<file path="src/rtl/ext_irq_pkg.sv">
package ext_irq_pkg;
  typedef enum logic [1:0] {
    TRIG_FALL  = 2'b00,
    TRIG_RISE  = 2'b01,
    TRIG_BOTH  = 2'b10,
    TRIG_LEVEL = 2'b11
  } trig_e;
endpackage

</file>
<file path="src/rtl/eid_sync.sv">
module eid_sync #(
  parameter int   STAGES  = 2,
  parameter logic RST_LVL = 1'b1
) (
  input  logic clk,
  input  logic rst_n,
  input  logic run,
  input  logic d,
  output logic q
);
  logic [STAGES-1:0] chain;

  generate
    for (genvar i = 0; i < STAGES; i++) begin : g_stage
      always_ff @(posedge clk) begin
        if (!rst_n)   chain[i] <= RST_LVL;
        else if (run) chain[i] <= (i == 0) ? d : chain[(i == 0) ? 0 : i-1];
      end
    end
  endgenerate

  assign q = chain[STAGES-1];
endmodule

</file>
<file path="src/rtl/eid_filter.sv">
module eid_filter #(
  parameter int   HS_RUN  = 3,
  parameter int   LS_RUN  = 6,
  parameter logic RST_LVL = 1'b1
) (
  input  logic clk,
  input  logic rst_n,
  input  logic run,
  input  logic tick,
  input  logic slow,
  input  logic d,
  output logic q
);
  localparam int MAXRUN = (HS_RUN > LS_RUN) ? HS_RUN : LS_RUN;
  localparam int CW     = $clog2(MAXRUN + 1);

  logic          cand;
  logic [CW-1:0] cnt;
  logic [CW:0]   thr;
  logic [CW:0]   cnt_inc;

  assign thr     = slow ? (CW+1)'(LS_RUN) : (CW+1)'(HS_RUN);
  assign cnt_inc = {1'b0, cnt} + 1'b1;

  always_ff @(posedge clk) begin
    if (!rst_n) begin
      cand <= RST_LVL;
      cnt  <= CW'(MAXRUN);
      q    <= RST_LVL;
    end else if (run && tick) begin
      if (d != cand) begin
        cand <= d;
        cnt  <= CW'(1);
      end else begin
        if (cnt_inc <= (CW+1)'(MAXRUN)) cnt <= cnt_inc[CW-1:0];
        if (cnt_inc >= thr)             q   <= d;
      end
    end
  end
endmodule

</file>
<file path="src/rtl/eid_detect.sv">
module eid_detect
  import ext_irq_pkg::*;
#(
  parameter bit   HAS_LEVEL = 1'b1,
  parameter logic RST_LVL   = 1'b1
) (
  input  logic       clk,
  input  logic       rst_n,
  input  logic       run,
  input  logic       arm,
  input  logic [1:0] mode,
  input  logic       lvl,
  input  logic       clr,
  output logic       pend
);
  logic       prev;
  logic [1:0] mode_q;
  logic       run_q;
  logic       hit;
  logic       det;

  always_comb begin
    unique case (trig_e'(mode))
      TRIG_FALL:  hit = ~lvl &  prev;
      TRIG_RISE:  hit =  lvl & ~prev;
      TRIG_BOTH:  hit =  lvl ^  prev;
      TRIG_LEVEL: hit = HAS_LEVEL ? lvl : (lvl ^ prev);
      default:    hit = 1'b0;
    endcase
  end

  assign det = run & run_q & arm & (mode == mode_q) & hit;

  always_ff @(posedge clk) begin
    if (!rst_n) begin
      prev   <= RST_LVL;
      mode_q <= 2'b00;
      run_q  <= 1'b0;
      pend   <= 1'b0;
    end else begin
      if (run) prev <= lvl;
      mode_q <= mode;
      run_q  <= run;
      pend   <= det | (pend & ~clr);
    end
  end
endmodule

</file>
<file path="src/rtl/ext_irq_detect.sv">
module ext_irq_detect #(
  parameter int   SYNC_STAGES = 2,
  parameter int   HS_RUN      = 3,
  parameter int   LS_RUN      = 6,
  parameter bit   HAS_LEVEL   = 1'b1,
  parameter logic IDLE_LVL    = 1'b1
) (
  input  logic       clk,
  input  logic       rst_n,
  input  logic       samp_tick,
  input  logic       slow_tick,
  input  logic       slow_mode,
  input  logic       clk_en,
  input  logic       master_en,
  input  logic       chan_en,
  input  logic [1:0] trig_mode,
  input  logic       irq_pin,
  input  logic       pend_clr,
  output logic       irq_pend,
  output logic       filt_level
);
  logic pin_s;
  logic tick;

  assign tick = slow_mode ? slow_tick : samp_tick;

  eid_sync #(.STAGES(SYNC_STAGES), .RST_LVL(IDLE_LVL)) u_sync (
    .clk(clk), .rst_n(rst_n), .run(clk_en), .d(irq_pin), .q(pin_s)
  );

  eid_filter #(.HS_RUN(HS_RUN), .LS_RUN(LS_RUN), .RST_LVL(IDLE_LVL)) u_filt (
    .clk(clk), .rst_n(rst_n), .run(clk_en), .tick(tick), .slow(slow_mode),
    .d(pin_s), .q(filt_level)
  );

  eid_detect #(.HAS_LEVEL(HAS_LEVEL), .RST_LVL(IDLE_LVL)) u_det (
    .clk(clk), .rst_n(rst_n), .run(clk_en), .arm(master_en & chan_en),
    .mode(trig_mode), .lvl(filt_level), .clr(pend_clr), .pend(irq_pend)
  );
endmodule

</file>
<file path="config.mk">
export PLATFORM = sky130hd
export DESIGN_NAME = ext_irq_detect
export DESIGN_NICKNAME = d
export VERILOG_FILES = /design/src/rtl/ext_irq_pkg.sv /design/src/rtl/eid_sync.sv /design/src/rtl/eid_filter.sv /design/src/rtl/eid_detect.sv /design/src/rtl/ext_irq_detect.sv
export SDC_FILE = /design/constraint.sdc
export NUM_CORES = 1
export LEC_CHECK = 0
export ABC_AREA = 1
export BUFFER_PORTS_ARGS = -buffer_cell sky130_fd_sc_hd__buf_4
export CAP_MARGIN = 20
export CELL_PAD_IN_SITES_DETAIL_PLACEMENT = 2
export CELL_PAD_IN_SITES_GLOBAL_PLACEMENT = 2
export CORE_ASPECT_RATIO = 0.75
export CORE_UTILIZATION = 25
export CTS_BUF_LIST = sky130_fd_sc_hd__clkbuf_16
export CTS_CLUSTER_SIZE = 8
export DETAILED_ROUTE_END_ITERATION = 16
export PLACE_DENSITY_LB_ADDON = 0.12
export SKIP_LAST_GASP = 1
export SYNTH_ARGS = -nofsm -noshare
export SYNTH_HDL_FRONTEND = slang
export SYNTH_HIERARCHICAL = 1
export SYNTH_SLANG_ARGS = --single-unit
</file>
<file path="constraint.sdc">
create_clock -name clk -period 1.42 [get_ports clk]
set_input_delay 0.071 -clock clk [delete_from_list [all_inputs] [get_ports clk]]
set_output_delay 0.071 -clock clk [all_outputs]
set_load 0.02 [all_outputs]
</file>
[Yosys cells after proc, flatten, opt, wreduce, memory -nomap -nowiden]
Cells that the tools add are included.
Word-level totals
  memories kept: 0
  register bits after elaboration: 12
  word-level logic and storage cells: 42
  ROM bits: 0
  bits in latches: 0
  memory bits (writable): 0
  input bits: 12
  output and inout bits: 2
Operators by class
  $lt $le $gt $ge: 2
  mux-type cells: 5
  add/subtract/negate cells: 1
  shifts and indexed selects: 0
  eq/ne operators: 5
  reductions and logical operators: 6
  bitwise gates (word level): 14
  divide/modulo/power cells: 0
  $mul: 0
Operators with widths (count)
  $mux 3: 3
  $and 1x1->1: 8
  $add 3x1->4 const B: 1
  $eq 2x2->1 const B: 2
  $ge 4x4->1: 1
  $le 4x3->1 const B: 1
  $not 1->1: 4
  $pmux 1 s4: 1
  $reduce_and 2->1: 2
  $reduce_and 3->1: 1
  $eq 2x1->1 const B: 1
  $eq 2x2->1: 1
  $logic_not 2->1: 1
  $reduce_bool 2->1: 1
  $logic_and 1x1->1: 1
  $mux 1: 1
  $ne 1x1->1: 1
  $or 1x1->1: 1
  $xor 1x1->1: 1

[Depth between registers and ports, before layout]
  depth in word-level cells: 5
  gate-level depth with buffers: 10
  depth with buffers taken out: 10

[Modules after synthesis]
Netlist, hierarchy kept.
By module, submodules not included
  eid_filter: area each 387.9 um2, times used 1, sequential area each 100.1 um2, cells an instance 56
  eid_detect: area each 247.7 um2, times used 1, sequential area each 100.1 um2, cells an instance 35
  eid_sync: area each 68.8 um2, times used 1, sequential area each 40.0 um2, cells an instance 9
  ext_irq_detect: area each 22.5 um2, times used 1, sequential area each 0.0 um2, cells an instance 6

[Least setup slack after synthesis]
Ideal clock, no wire load.
  kind: reg-to-reg
  start: register u_filt.cnt[0]
  end: register u_filt.q
  data arrival time: 1.309 ns
  stages on the path, launching flop included: 11
  setup time: 0.120 ns
  period minus slack after synthesis: 1.428 ns
  setup slack: -0.008 ns
  data required time: 1.300 ns
  path buffers: 0
  cell sequence: dfxtp_1 > ha_1 > inv_1 > nand2_1 > nand2_2 > ha_1 > nand3_1 > nand3b_1 > nand2_1 > nand2_1 > nand3_1
On the way
  longest elaborated chain between the ends: 3
Ends and longest elaborated chain
  start, declared: line eid_filter.sv:18  | logic [CW-1:0] cnt;
  start signal, assigned: line eid_filter.sv:28  | cnt <= CW'(MAXRUN);
  start signal, assigned: line eid_filter.sv:35  | if (cnt_inc <= (CW+1)'(MAXRUN)) cnt <= cnt_inc[CW-1:0];
  $add 3x1->4: line eid_filter.sv:23  | assign cnt_inc = {1'b0, cnt} + 1'b1;
  $ge 4x4->1: line eid_filter.sv:36  | if (cnt_inc >= thr) q <= d;
  $reduce_and 3->1 (no line)
  end signal, assigned: line eid_filter.sv:29  | q <= RST_LVL;
  end signal, assigned: line eid_filter.sv:36
  end, declared: line eid_filter.sv:12  | output logic q
No other way between the ends.
A chain may end at the register's enable or synchronous reset.

[Final worst setup path]
Same ends and word-level chain as after synthesis.

==> results.toml <==
[cells_and_area]
regArea_um2 = 249.0
multi_input_area_um2 = 478.0
nets = 150
n_fill_cell = 330
final_layout_size_suffix_gt1_share_pct = 34.62
design_area_mm2 = 0.001101
num_antenna_cells = 0
utilization_pct = 41.04
syn2layout_area_growth_pct = 51.46

[routing]
ant_nets = 0
route.detailed.drc = 0
wl_per_cell_um = 13.64
routed_wl_um = 2265
vias_per_cell = 4.596
first_pass_iters = 3
vias = 763
drtIter0Drc = 16

[logic_synthesis]
yosysWarnings = 6
ys.flop_type = "dfxtp_1"
ys_ff_latch = 12
netlist_area_um2 = 726.9
synthArstFlopShare_pct = 0
synth.avg_cell_area_um2 = 6.858
synthCells = 106
yosysUniqueCellTypes = 18
synth-edff-count = 0
yosysTopAreaCellShare_pct = 33.05
syn_nets = 124
ys_seq_area_share_pct = 33.05
synthTopCellsByArea = "dfxtp_1 (33%), nand2_1 (15%), inv_1 (11%)"
synth_most_common_cell = "nand2_1"
yosysTopAreaCell = "dfxtp_1"
synthTopCellsByCount = "nand2_1 (29), inv_1 (22), dfxtp_1 (12), nand3_1 (12), nor2_1 (8)"

[die]
dieArea_mm2 = 0.003130
coreArea_mm2 = 0.002683
floorplan.initialDensity_pct = 27.10
dieWidth_um = 64.27
io_pins = 14
die_y_um = 48.70
fp-row-count = 16

[placement]
place_area_um2 = 908.4
place_ws_ns = -0.08360
portBuffers = 13
hpwl_um = 1633
finalWeightedCongestion = 0.7681

[timing]
setup_viol = 0
tightest_slew_ns = 0.2369
fin_crit_ns = 1.379
slew_viol_final = 0
rsz0062_at_grt = "yes"
timing.final.ws_setup_ns = 0.04094
tns_ns = 0
finalHoldViolations = 0
holdWs_ns = 0.04141
max_freq_ghz = 0.7251
skew_ns = 0.001113
period_share_pct = 97.12
slew_headroom_pct = 84.17

[global_route]
gr-usage-all-layers_pct = 15.35
grt_pass1_vias = 796
grt-ovfl-total = 0
antenna_found_initial = 0
grt_max_degree = 12
grt_pass1_wl_um = 3643

[pwr]
power_density_mw_per_mm2 = 1134
peakVddDrop_v = 0.0007022
p_clk_share_pct = 39.9
internal_power_mw = 0.8990
sw_frac_of_total_pct = 27.98
p_switching_mw = 0.3492
p_seq_share_pct = 31.2
power_leakage_nw = 0.5983
pwr-share-comb_pct = 28.9

[cts]
worst_skew_pair.late_latency_ns = 0.23
postCtsHoldBufs = 0
cts.clk_slew.worst_paths_ns = 0.04
cts_tree = "yes"
root_buffer = "clkbuf_16"
cts_made_buffers = 3
clockBufferDepth = 2
cts_max_level = 1
cts_sinks = 12

[worst_setup_path]
crit_arrival_ns = 1.50
crit_path_start_kind = "flop"
crit_type = "flop to flop"
rr_startpoint = "u_filt/cnt[0]"
r2r_end = "u_filt/q"
required_ns = 1.54
ff2ff_setup_slack_ns = 0.04
crit_path_end_kind = "flop"
worst-path-max-fanout = 3
reg2regPathDepth = 10

[min_path]
hp-start = "trig_mode[0]"
hold_class = "input pin to flop"
worstHoldEndpoint = "u_det/mode_q[0]"
min_path_cells = 3

[job]
maxCapViolations = 0

[status]
status = "complete, no violations"
## cells by family after synthesis
kind of cell    count (synthesis)  share of synthesized area [%]
buf+inv                        23                          11.88
fa+ha+maj                       6                          10.33
simple gates                   56                          35.80
compound gates                  9                          8.951
flops                          12                          33.05
## placed cells by master, fill, tap and decap left out, drive strengths merged
cell    count
inv        23
clkbuf      3
o21bai      1
buf        21
nand2      32
nand3      13
a21oi       5
dfxtp      12
nand4       1
o211ai      1
ha          6
nand3b      1
nor2        9
o21ai       2
## area by class of cell
cell class | count | area share (%)
Multi-Input combinational cell | 71 | 43.41
Timing Repair Buffer | 21 | 15.00
Tap cell | 36 | 4.091
Sequential cell | 12 | 22.61
Clock buffer | 3 | 6.818
Inverter | 23 | 8.068
## worst max path at each step
stage               cells past startpoint          start  slack (ns)  endpoint
floorplan                               9  u_filt/cnt[0]        0.04  u_filt/q
CTS                                    10  u_filt/cnt[1]       -0.03  u_filt/q
detailed placement                     10  u_filt/cnt[1]       -0.08  u_filt/q
finish                                 10  u_filt/cnt[0]        0.04  u_filt/q
global placement                       10  u_filt/cnt[1]       -0.02  u_filt/q
global route                           10  u_filt/cnt[1]       -0.03  u_filt/q
## layer usage
metal  vias up  track usage, %  wire [um]
met1       370           19.31        972
li1        377               -          -
met2        14           25.79       1191
met4         0           2.222          8
met5         -               0          0
met3         2           5.189         93
## stage by stage
step / std cells / power (mW)
2_1_floorplan: 106 / 0.5544
3_3_place_gp: 160 / 0.6544
3_5_place_dp: 160 / 0.6738
4_1_cts: 164 / 1.192
5_1_grt: 166 / 1.326
6_report: 166 / 1.248
## critical path, cell delays in order (launching register included)
cell and delay (ns):
dfxtp_4 0.35, buf_6 0.12, buf_6 0.11, ha_4 0.25, inv_2 0.02, nand2_1 0.06, nand3_2 0.07, nand3b_1 0.10
nand2_1 0.06, nand2_1 0.06, nand3_1 0.06
## sequential cells by signal (all words and copies together), names as in the netlist
signal and count:
u_det/mode_q 2, u_sync/q 1, u_filt/cnt 3, u_filt/cand 1, u_det/run_q 1, u_filt/q 1, u_det/prev 1, u_det/pend 1
u_sync/chain 1
## timing repair
action,CTS,global route
resized for setup,4,17
endpoints found under the setup margin,4,4
buffers inserted,1,2
pin swaps,1,9
cloned,0,0
## power by group through the flow
stage / logic (mW) / registers, mW / clock network [mW]
floorplan: 0.164 / 0.390 / 0
global placement: 0.267 / 0.387 / 0
detailed placement: 0.284 / 0.390 / 0
CTS: 0.298 / 0.388 / 0.505
global route: 0.401 / 0.394 / 0.531
finish: 0.360 / 0.389 / 0.499
Power figures use the tool's default switching activity.
